$ cat src/rtl/wdog_pkg.sv
package wdog_pkg;
  localparam int unsigned ADDR_W = 5;
  localparam int unsigned DATA_W = 16;

  localparam logic [ADDR_W-1:0] OFF_RELOAD = 5'h00;
  localparam logic [ADDR_W-1:0] OFF_STS1   = 5'h04;
  localparam logic [ADDR_W-1:0] OFF_STS2   = 5'h06;
  localparam logic [ADDR_W-1:0] OFF_CTRL   = 5'h08;
  localparam logic [ADDR_W-1:0] OFF_INIT   = 5'h12;

  localparam int unsigned TO_BIT       = 3;
  localparam int unsigned SECOND_BIT   = 1;
  localparam int unsigned BOOT_BIT     = 2;
  localparam int unsigned HALT_BIT     = 11;
  localparam int unsigned NOREBOOT_BIT = 0;

  typedef struct packed {
    logic reload;
    logic clr_to;
    logic clr_second;
    logic clr_boot;
  } wr_pulse_t;

  typedef enum logic [1:0] {
    EXP_NONE   = 2'd0,
    EXP_FIRST  = 2'd1,
    EXP_SECOND = 2'd2
  } expiry_e;
endpackage

$ cat src/rtl/wdog_regs.sv
module wdog_regs
  import wdog_pkg::*;
#(
  parameter int unsigned CNT_W    = 10,
  parameter int unsigned MIN_INIT = 4,
  parameter int unsigned RST_INIT = 4
) (
  input  logic              clk_i,
  input  logic              rst_ni,
  input  logic [ADDR_W-1:0] addr_i,
  input  logic [DATA_W-1:0] wdata_i,
  input  logic              we_i,
  input  logic [1:0]        be_i,
  input  logic [CNT_W-1:0]  cnt_i,
  input  logic              to_flag_i,
  input  logic              second_flag_i,
  input  logic              boot_flag_i,
  output logic [DATA_W-1:0] rdata_o,
  output logic [CNT_W-1:0]  init_o,
  output logic              halt_o,
  output logic              no_reboot_o,
  output wr_pulse_t         pulse_o
);
  localparam int unsigned HALT_BYTE = HALT_BIT / 8;
  localparam int unsigned NR_BYTE   = NOREBOOT_BIT / 8;
  localparam int unsigned TO_BYTE   = TO_BIT / 8;
  localparam int unsigned SEC_BYTE  = SECOND_BIT / 8;
  localparam int unsigned BOOT_BYTE = BOOT_BIT / 8;

  logic [DATA_W-1:0] init_q, wmask, init_merged;
  logic              halt_q, no_reboot_q;
  logic              any_be, wr_init, wr_ctrl, field_ok;

  assign any_be      = |be_i;
  assign wmask       = {{8{be_i[1]}}, {8{be_i[0]}}};
  assign init_merged = (init_q & ~wmask) | (wdata_i & wmask);
  assign field_ok    = init_merged[CNT_W-1:0] >= CNT_W'(MIN_INIT);
  assign wr_init     = we_i && any_be && (addr_i == OFF_INIT);
  assign wr_ctrl     = we_i && (addr_i == OFF_CTRL);

  always_ff @(posedge clk_i or negedge rst_ni) begin
    if (!rst_ni) begin
      init_q <= DATA_W'(RST_INIT);
    end else if (wr_init) begin
      init_q[DATA_W-1:CNT_W] <= init_merged[DATA_W-1:CNT_W];
      if (field_ok) init_q[CNT_W-1:0] <= init_merged[CNT_W-1:0];
    end
  end

  always_ff @(posedge clk_i or negedge rst_ni) begin
    if (!rst_ni) begin
      halt_q      <= 1'b1;
      no_reboot_q <= 1'b1;
    end else if (wr_ctrl) begin
      if (be_i[HALT_BYTE]) halt_q      <= wdata_i[HALT_BIT];
      if (be_i[NR_BYTE])   no_reboot_q <= wdata_i[NOREBOOT_BIT];
    end
  end

  always_comb begin
    pulse_o.reload     = we_i && any_be && (addr_i == OFF_RELOAD);
    pulse_o.clr_to     = we_i && (addr_i == OFF_STS1) && be_i[TO_BYTE] && wdata_i[TO_BIT];
    pulse_o.clr_second = we_i && (addr_i == OFF_STS2) && be_i[SEC_BYTE] && wdata_i[SECOND_BIT];
    pulse_o.clr_boot   = we_i && (addr_i == OFF_STS2) && be_i[BOOT_BYTE] && wdata_i[BOOT_BIT];
  end

  always_comb begin
    rdata_o = '0;
    unique case (addr_i)
      OFF_RELOAD: rdata_o = DATA_W'(cnt_i);
      OFF_STS1:   rdata_o[TO_BIT] = to_flag_i;
      OFF_STS2: begin
        rdata_o[SECOND_BIT] = second_flag_i;
        rdata_o[BOOT_BIT]   = boot_flag_i;
      end
      OFF_CTRL: begin
        rdata_o[HALT_BIT]     = halt_q;
        rdata_o[NOREBOOT_BIT] = no_reboot_q;
      end
      OFF_INIT:   rdata_o = init_q;
      default:    rdata_o = '0;
    endcase
  end

  assign init_o      = init_q[CNT_W-1:0];
  assign halt_o      = halt_q;
  assign no_reboot_o = no_reboot_q;

  assert_init_floor_R5: assert property (@(posedge clk_i) disable iff (!rst_ni)
    init_q[CNT_W-1:0] >= CNT_W'(MIN_INIT));
  assert_ctrl_write_R3: assert property (@(posedge clk_i) disable iff (!rst_ni)
    (wr_ctrl && be_i[HALT_BYTE]) |=> (halt_o == $past(wdata_i[HALT_BIT])));
endmodule

$ cat src/rtl/wdog_counter.sv
module wdog_counter #(
  parameter int unsigned CNT_W    = 10,
  parameter int unsigned RST_INIT = 4
) (
  input  logic             clk_i,
  input  logic             rst_ni,
  input  logic             tick_i,
  input  logic             halt_i,
  input  logic             reload_i,
  input  logic [CNT_W-1:0] init_i,
  output logic [CNT_W-1:0] cnt_o,
  output logic             expire_o
);
  logic [CNT_W-1:0] cnt_q;
  logic             step;

  assign step     = tick_i && !halt_i && !reload_i;
  assign expire_o = step && (cnt_q == '0);

  always_ff @(posedge clk_i or negedge rst_ni) begin
    if (!rst_ni)       cnt_q <= CNT_W'(RST_INIT);
    else if (reload_i) cnt_q <= init_i;
    else if (step)     cnt_q <= (cnt_q == '0) ? init_i : cnt_q - CNT_W'(1);
  end

  assign cnt_o = cnt_q;

  assert_reload_wins_R4: assert property (@(posedge clk_i) disable iff (!rst_ni)
    reload_i |=> (cnt_o == $past(init_i)));
  assert_halt_hold_R3: assert property (@(posedge clk_i) disable iff (!rst_ni)
    (halt_i && !reload_i) |=> $stable(cnt_o));
  assert_step_down_R2: assert property (@(posedge clk_i) disable iff (!rst_ni)
    (tick_i && !halt_i && !reload_i && cnt_o != '0) |=> (cnt_o == $past(cnt_o) - CNT_W'(1)));
endmodule

$ cat src/rtl/wdog_expiry.sv
module wdog_expiry
  import wdog_pkg::*;
(
  input  logic clk_i,
  input  logic rst_ni,
  input  logic expire_i,
  input  logic no_reboot_i,
  input  logic clr_to_i,
  input  logic clr_second_i,
  input  logic clr_boot_i,
  output logic to_o,
  output logic second_o,
  output logic boot_o,
  output logic irq_o,
  output logic rst_req_o
);
  expiry_e kind;
  logic    to_q, second_q, boot_q, irq_q, rst_q;

  always_comb begin
    if (!expire_i)  kind = EXP_NONE;
    else if (to_q)  kind = EXP_SECOND;
    else            kind = EXP_FIRST;
  end

  always_ff @(posedge clk_i or negedge rst_ni) begin
    if (!rst_ni) begin
      to_q     <= 1'b0;
      second_q <= 1'b0;
      boot_q   <= 1'b0;
      irq_q    <= 1'b0;
      rst_q    <= 1'b0;
    end else begin
      // set beats a same-cycle clear
      if (kind == EXP_FIRST)       to_q     <= 1'b1;
      else if (clr_to_i)           to_q     <= 1'b0;
      if (kind == EXP_SECOND)      second_q <= 1'b1;
      else if (clr_second_i)       second_q <= 1'b0;
      if (kind == EXP_SECOND)      boot_q   <= 1'b1;
      else if (clr_boot_i)         boot_q   <= 1'b0;
      irq_q <= (kind == EXP_FIRST);
      rst_q <= (kind == EXP_SECOND) && !no_reboot_i;
    end
  end

  assign to_o      = to_q;
  assign second_o  = second_q;
  assign boot_o    = boot_q;
  assign irq_o     = irq_q;
  assign rst_req_o = rst_q;

  assert_irq_pulse_R6: assert property (@(posedge clk_i) disable iff (!rst_ni)
    irq_o |=> !irq_o);
  assert_irq_flag_R6: assert property (@(posedge clk_i) disable iff (!rst_ni)
    irq_o |-> to_o);
  assert_rst_flags_R7: assert property (@(posedge clk_i) disable iff (!rst_ni)
    rst_req_o |-> (second_o && boot_o && to_o && !irq_o));
  assert_rst_pulse_R7: assert property (@(posedge clk_i) disable iff (!rst_ni)
    rst_req_o |=> !rst_req_o);
  assert_rst_gate_R8: assert property (@(posedge clk_i) disable iff (!rst_ni)
    rst_req_o |-> !$past(no_reboot_i));
endmodule

$ cat src/rtl/wdog_two_stage.sv
module wdog_two_stage
  import wdog_pkg::*;
#(
  parameter int unsigned CNT_W    = 10,
  parameter int unsigned MIN_INIT = 4,
  parameter int unsigned RST_INIT = 4
) (
  input  logic        clk_i,
  input  logic        rst_ni,
  input  logic [4:0]  addr_i,
  input  logic [15:0] wdata_i,
  input  logic        we_i,
  input  logic [1:0]  be_i,
  output logic [15:0] rdata_o,
  input  logic        tick_i,
  output logic        irq_o,
  output logic        rst_req_o
);
  logic [CNT_W-1:0] cnt, init_val;
  logic             halt, no_reboot, expire;
  logic             to_flag, second_flag, boot_flag;
  wr_pulse_t        pulse;

  wdog_regs #(.CNT_W(CNT_W), .MIN_INIT(MIN_INIT), .RST_INIT(RST_INIT)) u_regs (
    .clk_i, .rst_ni, .addr_i, .wdata_i, .we_i, .be_i,
    .cnt_i(cnt), .to_flag_i(to_flag), .second_flag_i(second_flag), .boot_flag_i(boot_flag),
    .rdata_o, .init_o(init_val), .halt_o(halt), .no_reboot_o(no_reboot), .pulse_o(pulse)
  );

  wdog_counter #(.CNT_W(CNT_W), .RST_INIT(RST_INIT)) u_cnt (
    .clk_i, .rst_ni, .tick_i, .halt_i(halt), .reload_i(pulse.reload),
    .init_i(init_val), .cnt_o(cnt), .expire_o(expire)
  );

  wdog_expiry u_exp (
    .clk_i, .rst_ni, .expire_i(expire), .no_reboot_i(no_reboot),
    .clr_to_i(pulse.clr_to), .clr_second_i(pulse.clr_second), .clr_boot_i(pulse.clr_boot),
    .to_o(to_flag), .second_o(second_flag), .boot_o(boot_flag),
    .irq_o, .rst_req_o
  );
endmodule

$ cat config.mk
export PLATFORM = sky130hd
export DESIGN_NAME = wdog_two_stage
export DESIGN_NICKNAME = d
export VERILOG_FILES = /design/src/rtl/wdog_pkg.sv /design/src/rtl/wdog_regs.sv /design/src/rtl/wdog_counter.sv /design/src/rtl/wdog_expiry.sv /design/src/rtl/wdog_two_stage.sv
export SDC_FILE = /design/constraint.sdc
export NUM_CORES = 1
export LEC_CHECK = 0
export ABC_AREA = 0
export BUFFER_PORTS_ARGS = -buffer_cell sky130_fd_sc_hd__buf_2
export CAP_MARGIN = 20
export CORE_MARGIN = 1.5
export CORE_UTILIZATION = 47
export CTS_BUF_LIST = sky130_fd_sc_hd__clkbuf_8
export DETAILED_ROUTE_END_ITERATION = 7
export PLACE_DENSITY_LB_ADDON = 0.08
export SLEW_MARGIN = 40
export SYNTH_ARGS = -nofsm -noshare
export SYNTH_HDL_FRONTEND = slang
export SYNTH_HIERARCHICAL = 1
export SYNTH_SLANG_ARGS = --single-unit
$ cat constraint.sdc
create_clock -name clk_i -period 3.86 [get_ports clk_i]
set_clock_uncertainty 0.15 [all_clocks]
set_input_delay 0.386 -clock clk_i [delete_from_list [all_inputs] [get_ports clk_i]]
set_output_delay 0.386 -clock clk_i [all_outputs]
set_load 0.1 [all_outputs]
==> results.py, run 1 <==
metrics = {
    "cts": {
        "clk_path_buf_depth": 2,
        "clkSinkCount": 33,
        "cts_setup_buffers": 0,
        "clock_edge_transition_at_the_registers_on_the_reported_setup_and_hold_paths_ns": 0.07,
        "htree_levels": 2,
        "clock_latency_ns": 0.28,
        "cts_tree": "done",
        "root_buffer_cell": "clkbuf_8",
        "cts_repair_resize_count": 0,
        "cts_hold_repair.buffers": 0,
        "cts_buffers": 5,
    },
    "sta": {
        "setup_slack_ns": 1.15,
        "tightest_slew_ns": 0.733,
        "whs_ns": 0.00776,
        "finalWorstPathRequiredPeriod_ns": 2.71,
        "finalSetupTns_ns": 0,
        "setup_viol_count_final": 0,
        "share_of_the_cycle_needed_by_the_critical_path_after_routing": 0.703,
        "grt_setup_unrepaired": "no",
        "report.final.slew_viol_count": 0,
        "maxSlewHeadroom": 0.510,
        "finalHoldViolCount": 0,
        "max_freq_ghz": 0.368,
    },
    "place": {
        "place_congestion": 0.836,
        "place_hpwl_um": 3700,
        "preCtsSetupSlack_ns": 1.15,
        "placedCellCount": 275,
        "port_buffers": 44,
    },
    "worst_setup_path": {
        "worst-endpoint-required_ns": 3.32,
        "cp_cell_sequence": "buf_2 -> or4_1 -> nor2_2 -> a22o_1 -> buf_2",
        "criticalPathCategory": "in -> out",
        "standard_cell_with_the_maximum_stage_delay_on_the_critical_path": "or4_1",
        "worst-endpoint-arrival_ns": 2.18,
        "worst_setup_path_start_kind": "input pin",
        "end_kind": "output pin",
        "timing.critical_path.fanout_max": 9,
        "cpMostUsedCell": "buf_2",
        "timing.critical_path.slowest_cell_delay_ns": 0.63,
    },
    "global_route": {
        "grt_use_total": 0.233,
        "global_route_wire_length_before_repair_um": 8150,
        "grt_pass1_vias": 1684,
        "grt_antenna_before_repair": 0,
        "grt_start_max_net_pins": 34,
        "grt-ovfl-total": 0,
    },
    "routing": {
        "finalWirelength_um": 4860,
        "avgViaCountPerCell": 5.91,
        "ant_nets": 0,
        "remaining_drc_errors": 0,
        "detailed_routing_iteration_count_for_the_pre_antenna_repair_pass": 4,
        "dr.first_iter.drc_count": 72,
        "detailed_route_via_count": 1672,
        "routedWlPerCell_um": 17.2,
    },
    "finish": {
        "nFillCells": 372,
        "flow.area_growth_from_synthesis_pct": 13.2,
        "total_number_of_nets_in_the_final_design": 260,
        "final_cells": 283,
        "footprint_of_the_multi_input_gates_sq_um": 1080,
        "area.sequential_sq_um": 831,
        "final_layout_size_suffix_gt1_frac": 0.373,
        "insertedDiodeCount": 0,
    },
    "die": {
        "dieArea_sq_um": 4760,
        "io_pins": 45,
        "die_h_um": 69.0,
        "die_x_um": 69.0,
        "num_rows": 23,
        "initial_utilization": 0.501,
        "core_sq_um": 4090,
    },
    "yosys": {
        "netlist.area_leader.share": 0.355,
        "synth_sequential_area_ratio": 0.406,
        "asyncSetResetFlopFracSynth": 1.00,
        "post_synth_num_cell_types": 56,
        "postSynthAreaPerCell_sq_um": 10.4,
        "ys_seq_elements": 33,
        "yosys.cell_count.top_type": "dfrtp_1",
        "dominantRegCellSynth": "dfrtp_1",
        "syn-num-nets": 224,
        "area_of_the_mapped_netlist_sq_um": 2050,
        "synthTopCellsByArea": "dfrtp_1 35%, mux2_2 8.3%, dfstp_2 5.1%, buf_4 4.0%, a22o_1 3.0%",
        "syn_inst": 196,
        "count_of_warnings_emitted_by_yosys": 6,
        "synth_edf_count": 0,
        "cell_types_with_the_highest_counts_after_synthesis": "29 x dfrtp_1, 15 x mux2_2, 15 x nand2_1",
        "library_cell_with_the_largest_summed_area_after_synthesis": "dfrtp_1",
    },
    "flow_run": {
        "max-cap-violations": 0,
    },
    "pwr": {
        "vdd_ir_drop_max_mv": 0.244,
        "power_leakage_nw": 1.08,
        "p_per_area_nw_per_um2": 457,
    },
    "outcome": {
        "run_status": "completed",
    },
    "min_path": {
        "hold_class": "in -> async",
    },
}
final timing paths:
path,from,end,slack [ns],depth (start not counted)
max,addr_i[4],rdata_o[5],1.15,5
min,rst_ni,u_cnt/cnt_o[8]$_DFFE_PN0P_,0.008,1
max reg2reg,u_cnt/cnt_o[0]$_DFFE_PN0P_,u_cnt/cnt_o[5]$_DFFE_PN0P_,1.73,6
min reg2reg,register,register,0.35,1
max in group asynchronous,rst_ni,u_cnt/cnt_o[4]$_DFFE_PN0P_,3.08,1
min in group clk_i,wdata_i[8],u_regs/init_q[8]$_DFFE_PN0P_,0.18,2
power by group:
group	leakage, nW	total, mW	internal (mW)	switching (mW)
combinational	0.621	0.270	0.125	0.145
sequential	0.412	0.545	0.424	0.120
clock	0.0491	0.245	0.122	0.123
kinds of logic (layout without fill, tap and decap cells):
| family | Yosys count | in the layout | share of synthesized area |
|---|---|---|---|
| fa+ha+maj | 1 | 1 | 0.00611 |
| buf+inv | 25 | 62 | 0.0666 |
| simple gates | 74 | 74 | 0.236 |
| flops | 33 | 33 | 0.406 |
| xor+xnor | 2 | 2 | 0.00856 |
| compound gates | 40 | 40 | 0.160 |
| mux | 21 | 21 | 0.117 |
critical path: cells and delay by family:
| kind | cells | cell delay, ns |
|---|---|---|
| simple gates | 2 | 1.03 |
| compound gates | 1 | 0.22 |
| buf+inv | 2 | 0.54 |
per-layer routing:
layer / part of all wire / wire length, um / track usage / vias up
li1: - / - / - / 788
met1: 0.44 / 2150 / 0.312 / 832
met2: 0.51 / 2480 / 0.387 / 48
met3: 0.044 / 213 / 0.0503 / 4
met4: 0.0051 / 25 / 0.0515 / 0
met5: 0 / 0 / 0 / -
placed cells by master (no fill, tap or decap), types with 2 or more instances in the layout:
cell	Yosys	final
and3_1	3	3
a22o_1	7	7
nor3_4	2	2
nor2b_1	2	2
nor2_2	3	3
o22ai_1	2	2
mux2_2	15	15
nand3b_1	3	3
nor3b_1	6	6
nor4_1	3	3
and2_1	6	6
nand2_1	15	15
nor2_1	7	7
clkbuf_8	0	5
a22oi_1	4	4
o21ai_0	4	4
nand3_1	3	3
inv_1	9	10
a21oi_1	5	5
nor3_1	8	8
dfrtp_1	29	29
clkinv_2	0	2
buf_2	1	44
mux2_1	4	4
dfstp_2	4	4
o22a_1	5	5
and3b_1	2	2
through the flow:
step | power [mW] | instance area [sq um] | util
2_1_floorplan | 0.742 | 2050 | -
3_3_place_gp | 0.806 | 2230 | 0.547
3_5_place_dp | 0.819 | 2230 | 0.547
4_1_cts | 1.07 | 2320 | 0.567
5_1_grt | 1.12 | 2320 | 0.567
6_report | 1.06 | 2320 | 0.567
cell type report:
type / instances / share of cell area
multi-input combinational: 138 / 0.466
sequential: 33 / 0.359
timing repair buffer: 45 / 0.0983
clock buffer: 5 / 0.0297
tap: 50 / 0.0270
inverter: 9 / 0.0146
clock inverter: 3 / 0.00594
No activity file was read; power rests on OpenSTA's default activity.
==> run 2: changes to the inputs <==
==> constraint.sdc (replaced) <==
create_clock -name clk_i -period 2.4 [get_ports clk_i]
set_clock_uncertainty 0.15 [all_clocks]
set_input_delay 0.24 -clock clk_i [delete_from_list [all_inputs] [get_ports clk_i]]
set_output_delay 0.24 -clock clk_i [all_outputs]
set_load 0.1 [all_outputs]
==> run 2 against run 1 <==
First-iteration DRC count grew to 2.6 times the previous value; sequential share of layout area is 4.4 points lower; highest routed layer unchanged; largest cell class unchanged; via count is 0.54% lower.
==> results.py, run 2 (synthesized netlist as in run 1, its figures left out) <==
metrics = {
    "sta": {
        "maxSlewHeadroom": 0.533,
        "report.final.slew_viol_count": 0,
        "grt_setup_unrepaired": "no",
        "tightest_slew_ns": 0.697,
        "finalWorstPathRequiredPeriod_ns": 2.16,
        "finalHoldViolCount": 0,
        "share_of_the_cycle_needed_by_the_critical_path_after_routing": 0.898,
        "max_freq_ghz": 0.464,
        "setup_viol_count_final": 0,
        "finalSetupTns_ns": 0,
    },
    "pwr": {
        "comb_power_share": 0.273,
        "vdd_ir_drop_max_mv": 0.518,
        "power_report.internal_total_mw": 1.18,
        "p_per_area_nw_per_um2": 690,
        "power_leakage_nw": 1.17,
        "share_seq_of_total_power": 0.472,
        "power_switching_mw": 0.643,
        "swShare": 0.352,
        "clockPowerShare": 0.255,
    },
    "worst_setup_path": {
        "end_kind": "output pin",
        "cp_cell_sequence": "buf_2 -> or2_4 -> nor3_4 -> buf_4 -> a22o_1 -> buf_12",
        "worst_setup_path_start_kind": "input pin",
        "crit_cells": 6,
        "timing.critical_path.slowest_cell_delay_ns": 0.50,
        "timing.critical_path.fanout_max": 12,
        "worst-endpoint-required_ns": 2.01,
        "standard_cell_with_the_maximum_stage_delay_on_the_critical_path": "nor3_4",
        "ff2ff_setup_slack_ns": 0.26,
        "cp.buffers_inverters": 3,
        "critical_path.reg2reg.startpoint": "u_cnt/cnt_o[0]$_DFFE_PN0P_",
        "worst_r2r_endpoint": "u_cnt/cnt_o[5]$_DFFE_PN0P_",
        "crit_path_start": "addr_i[0]",
        "worst_path_dominant_cell_family": "simple AND/OR/NAND/NOR gates",
        "setup.worst_path.end": "rdata_o[6]",
        "worst-endpoint-arrival_ns": 1.77,
        "criticalPathCategory": "in -> out",
        "worstRegToRegCells": 6,
    },
    "global_route": {
        "grt_start_max_net_pins": 34,
        "grt_antenna_before_repair": 0,
        "grt-ovfl-total": 0,
        "grt_pass1_vias": 1677,
        "grt_use_total": 0.244,
        "global_route_wire_length_before_repair_um": 8380,
    },
    "cts": {
        "cts_tree": "done",
        "root_buffer_cell": "clkbuf_8",
        "cts_buffers": 5,
        "clock_latency_ns": 0.28,
        "clk_path_buf_depth": 2,
        "cts_setup_buffers": 0,
        "clkSinkCount": 33,
        "htree_levels": 2,
        "clock_edge_transition_at_the_registers_on_the_reported_setup_and_hold_paths_ns": 0.07,
    },
    "die": {
        "die_x_um": 69.0,
        "die_h_um": 69.0,
        "initial_utilization": 0.501,
        "num_rows": 23,
        "io_pins": 45,
        "dieArea_sq_um": 4760,
        "core_sq_um": 4090,
    },
    "routing": {
        "finalWirelength_um": 5030,
        "detailed_routing_iteration_count_for_the_pre_antenna_repair_pass": 4,
        "met3_wirelength_um": 205,
        "remaining_drc_errors": 0,
        "ant_nets": 0,
        "detailroute.wirelength.met2_um": 2440,
        "routedWlPerCell_um": 17.3,
        "dr.first_iter.drc_count": 189,
        "route.layer.met1.wl_um": 2340,
        "top_layer": "met4",
        "avgViaCountPerCell": 5.71,
        "detailed_route_via_count": 1663,
    },
    "finish": {
        "layout.cells.most_common_list": "29 x dfrtp_1, 27 x buf_2, 16 x buf_12",
        "flow.area_growth_from_synthesis_pct": 29.2,
        "insertedDiodeCount": 0,
        "final_core_utilization": 0.647,
        "final_common_cell": "dfrtp_1",
        "total_number_of_nets_in_the_final_design": 268,
        "final_layout_size_suffix_gt1_frac": 0.398,
    },
    "flow_run": {
        "max-cap-violations": 0,
    },
    "place": {
        "port_buffers": 44,
        "place_hpwl_um": 3820,
        "place_congestion": 0.840,
    },
    "outcome": {
        "run_status": "completed",
    },
    "min_path": {
        "hold_class": "in -> reg",
    },
}
run 2: cell count changes in the layout (fill, tap and decap cells not counted), sizes merged:
| cell | change |
|---|---|
| buf | +7 |
| inv | -1 |
| dlygate4sd3 | +1 |
| clkinv | -1 |
| clkbuf | +2 |
run 2: what timing repair did:
item                                    CTS  global route
gates resized for setup                   0             0
hold buffers                              1             0
endpoints found under the hold margin    29             0
endpoints found under the setup margin    0             0
run 2: final cells by class:
cell class | count | area [sq um]
Inverter | 9 | 33.8
Timing Repair Buffer | 53 | 533
Tap cell | 50 | 62.6
Sequential cell | 33 | 831
Clock inverter | 1 | 5.00
Clock buffer | 7 | 96.3
Fill cell | 330 | 1440
Multi-Input combinational cell | 138 | 1080
run 2: layer usage:
| metal | GRT usage | vias to the layer above |
|---|---|---|
| li1 | - | 802 |
| met1 | 0.339 | 807 |
| met2 | 0.391 | 50 |
| met3 | 0.0455 | 4 |
| met4 | 0.0637 | 0 |
| met5 | 0 | - |
run 2: stage by stage:
| stage | worst slack [ns] | power (mW) | cell area (sq um) | hold WS [ns] | cells |
|---|---|---|---|---|---|
| 3_3_place_gp | 0.213 | 1.35 | 2530 | 0.193 | 282 |
| 4_1_cts | 0.241 | 1.83 | 2640 | 0.0336 | 291 |
| 5_1_grt | 0.144 | 1.92 | 2650 | 0.0420 | 291 |
| 6_report | 0.244 | 1.83 | 2650 | 0.0350 | 291 |
| 3_5_place_dp | 0.206 | 1.36 | 2530 | 0.210 | 282 |
| 2_1_floorplan | 0.0759 | 1.19 | 2050 | -0.206 | 196 |
run 2: how the worst min path moves through the flow:
stage | from | endpoint | slack, ns | cells after the start
final | wdata_i[8] | u_regs/init_q[8]$_DFFE_PN0P_ | 0.04 | 2
after global routing | wdata_i[15] | register | 0.04 | 2
after CTS | wdata_i[8] | u_regs/init_q[8]$_DFFE_PN0P_ | 0.03 | 2
after detailed placement | rst_ni | u_cnt/cnt_o[9]$_DFFE_PN0P_ | 0.21 | 1
after global placement | rst_ni | u_cnt/cnt_o[8]$_DFFE_PN0P_ | 0.19 | 1
after floorplan | rst_ni | u_cnt/cnt_o[0]$_DFFE_PN0P_ | -0.21 | 0
run 2: power groups by stage:
stage / clock network [mW] / logic [mW] / registers, mW
final: 0.466 / 0.499 / 0.861
after global routing: 0.500 / 0.544 / 0.881
after CTS: 0.471 / 0.498 / 0.860
after detailed placement: 0 / 0.492 / 0.872
after global placement: 0 / 0.486 / 0.866
after floorplan: 0 / 0.367 / 0.828
==> run 3: changes to the inputs <==
--- a/config.mk
+++ b/config.mk
@@ -13,6 +13,7 @@
 export CTS_BUF_LIST = sky130_fd_sc_hd__clkbuf_8
 export DETAILED_ROUTE_END_ITERATION = 7
 export PLACE_DENSITY_LB_ADDON = 0.08
+export SETUP_SLACK_MARGIN = 0.5
 export SLEW_MARGIN = 40
 export SYNTH_ARGS = -nofsm -noshare
 export SYNTH_HDL_FRONTEND = slang
==> run 3 against run 2 <==
Hold slack worse by 0.0068 ns; global-route usage is 1.1 points higher; combinational power is 28% higher; die area stayed put; cell area is 13% higher; clock power is 7.1% lower; cell count is 4.1% higher; via count is 7.5% higher; count of clock-buffer cells in the layout is 1 lower; non-clock buffer count is 12 higher; maximum frequency is 11% higher; critical path depth stayed put.
==> results.py, run 3 (synthesized netlist as in run 1, its figures left out) <==
metrics = {
    "worst_setup_path": {
        "worstRegToRegCells": 6,
        "ff2ff_setup_slack_ns": 0.45,
        "worst_setup_path_start_kind": "register",
        "worst-endpoint-required_ns": 2.43,
        "criticalPathCategory": "reg -> reg",
        "timing.critical_path.fanout_max": 6,
        "worst_r2r_endpoint": "u_cnt/cnt_o[3]$_DFFE_PN0P_",
        "worst-endpoint-arrival_ns": 1.98,
        "critical_path.reg2reg.startpoint": "u_cnt/cnt_o[1]$_DFFE_PN0P_",
        "end_kind": "register",
    },
    "sta": {
        "maxSlewHeadroom": 0.623,
        "max_freq_ghz": 0.513,
        "finalSetupTns_ns": 0,
        "setup_slack_ns": 0.451,
        "finalHoldViolCount": 0,
        "setup_viol_count_final": 0,
        "finalWorstPathRequiredPeriod_ns": 1.95,
        "grt_setup_unrepaired": "yes",
        "report.final.slew_viol_count": 0,
        "tightest_slew_ns": 0.561,
        "whs_ns": 0.0282,
        "share_of_the_cycle_needed_by_the_critical_path_after_routing": 0.812,
    },
    "min_path": {
        "hold_class": "in -> reg",
        "hp-start": "wdata_i[15]",
        "min_path_cells": 2,
    },
    "finish": {
        "final_cells": 303,
        "insertedDiodeCount": 0,
        "layout.cells.most_common_list": "28 x dfrtp_1, 24 x buf_2, 18 x buf_4",
        "flow.area_growth_from_synthesis_pct": 45.8,
        "final_common_cell": "dfrtp_1",
        "nFillCells": 265,
        "total_number_of_nets_in_the_final_design": 280,
        "final_layout_size_suffix_gt1_frac": 0.561,
    },
    "routing": {
        "ant_nets": 0,
        "remaining_drc_errors": 0,
        "detailed_routing_iteration_count_for_the_pre_antenna_repair_pass": 4,
        "dr.first_iter.drc_count": 176,
        "detailed_route_via_count": 1787,
        "routedWlPerCell_um": 18.5,
        "finalWirelength_um": 5590,
        "avgViaCountPerCell": 5.90,
    },
    "pwr": {
        "power_leakage_nw": 1.35,
        "vdd_ir_drop_max_mv": 0.388,
        "p_per_area_nw_per_um2": 656,
    },
    "place": {
        "placedCellCount": 278,
        "preCtsSetupSlack_ns": 0.113,
        "place_hpwl_um": 3810,
        "port_buffers": 44,
        "place_congestion": 0.880,
    },
    "global_route": {
        "grt_use_total": 0.255,
        "grt_antenna_before_repair": 0,
        "global_route_wire_length_before_repair_um": 8610,
        "grt_start_max_net_pins": 34,
        "grt-ovfl-total": 0,
        "grt_pass1_vias": 1766,
    },
    "cts": {
        "clock_latency_ns": 0.29,
        "root_buffer_cell": "clkbuf_8",
        "htree_levels": 2,
        "clock_edge_transition_at_the_registers_on_the_reported_setup_and_hold_paths_ns": 0.07,
        "clkSinkCount": 33,
        "cts_tree": "done",
        "cts_buffers": 5,
        "clk_path_buf_depth": 2,
    },
    "die": {
        "initial_utilization": 0.501,
        "io_pins": 45,
        "dieArea_sq_um": 4760,
        "num_rows": 23,
        "die_x_um": 69.0,
        "core_sq_um": 4090,
        "die_h_um": 69.0,
    },
    "outcome": {
        "run_status": "completed",
    },
    "flow_run": {
        "max-cap-violations": 0,
    },
}
[run 3: stage by stage]
stage	utilization	instance area [sq um]	total power, mW
CTS	0.696	2840	1.88
detailed placement	0.633	2590	1.36
global route	0.730	2980	2.06
global placement	0.633	2590	1.34
finish	0.730	2980	1.96
floorplan	-	2160	1.22
[run 3: cell type report]
cell class              instances  area, sq um  share of cell area
repair buffers                 65          657               0.220
inverters                       9         33.8              0.0113
well taps                      50         62.6              0.0210
clock buffers                   6         82.6              0.0277
clock inverters                 2         7.51             0.00252
multi-input cells             138         1310               0.439
flip-flops and latches         33          832               0.279
[run 3: routing by layer]
metal | GRT usage | wire length [um] | vias to the layer above
li1 | - | - | 827
met1 | 0.334 | 2360 | 890
met2 | 0.398 | 2850 | 61
met3 | 0.0682 | 265 | 9
met4 | 0.108 | 122 | 0
met5 | 0 | 0 | -
[run 3: repair_timing]
item | 4_1_cts | 5_1_grt
hold buffers | 1 | 0
cloned | 1 | 0
buffers inserted | 11 | 4
endpoints found under the setup margin | 25 | 28
resized for setup | 19 | 22
pin swaps | 6 | 14
endpoints found under the hold margin | 29 | 0
[run 3: how the worst max path moves through the flow]
stage	from	slack [ns]	to
finish	u_cnt/cnt_o[1]$_DFFE_PN0P_	0.45	u_cnt/cnt_o[3]$_DFFE_PN0P_
global route	u_cnt/cnt_o[1]$_DFFE_PN0P_	0.41	u_cnt/cnt_o[3]$_DFFE_PN0P_
CTS	addr_i[1]	0.48	rdata_o[11]
detailed placement	addr_i[4]	0.11	u_cnt/cnt_o[3]$_DFFE_PN0P_
global placement	addr_i[4]	0.14	u_cnt/cnt_o[3]$_DFFE_PN0P_
floorplan	addr_i[4]	0.29	rdata_o[0]
[run 3: critical path, cell delays in order, from the launching register on]
cell and delay, ns:
dfrtp_1 0.41, inv_2 0.08, ha_4 0.14, nor4b_4 0.32
a31oi_4 0.21, mux2_4 0.33, o22a_1 0.20
[run 3: where the power goes]
part	switching, mW	internal [mW]	total, mW
combinational	0.323	0.315	0.637
clock	0.207	0.225	0.433
sequential	0.204	0.683	0.887
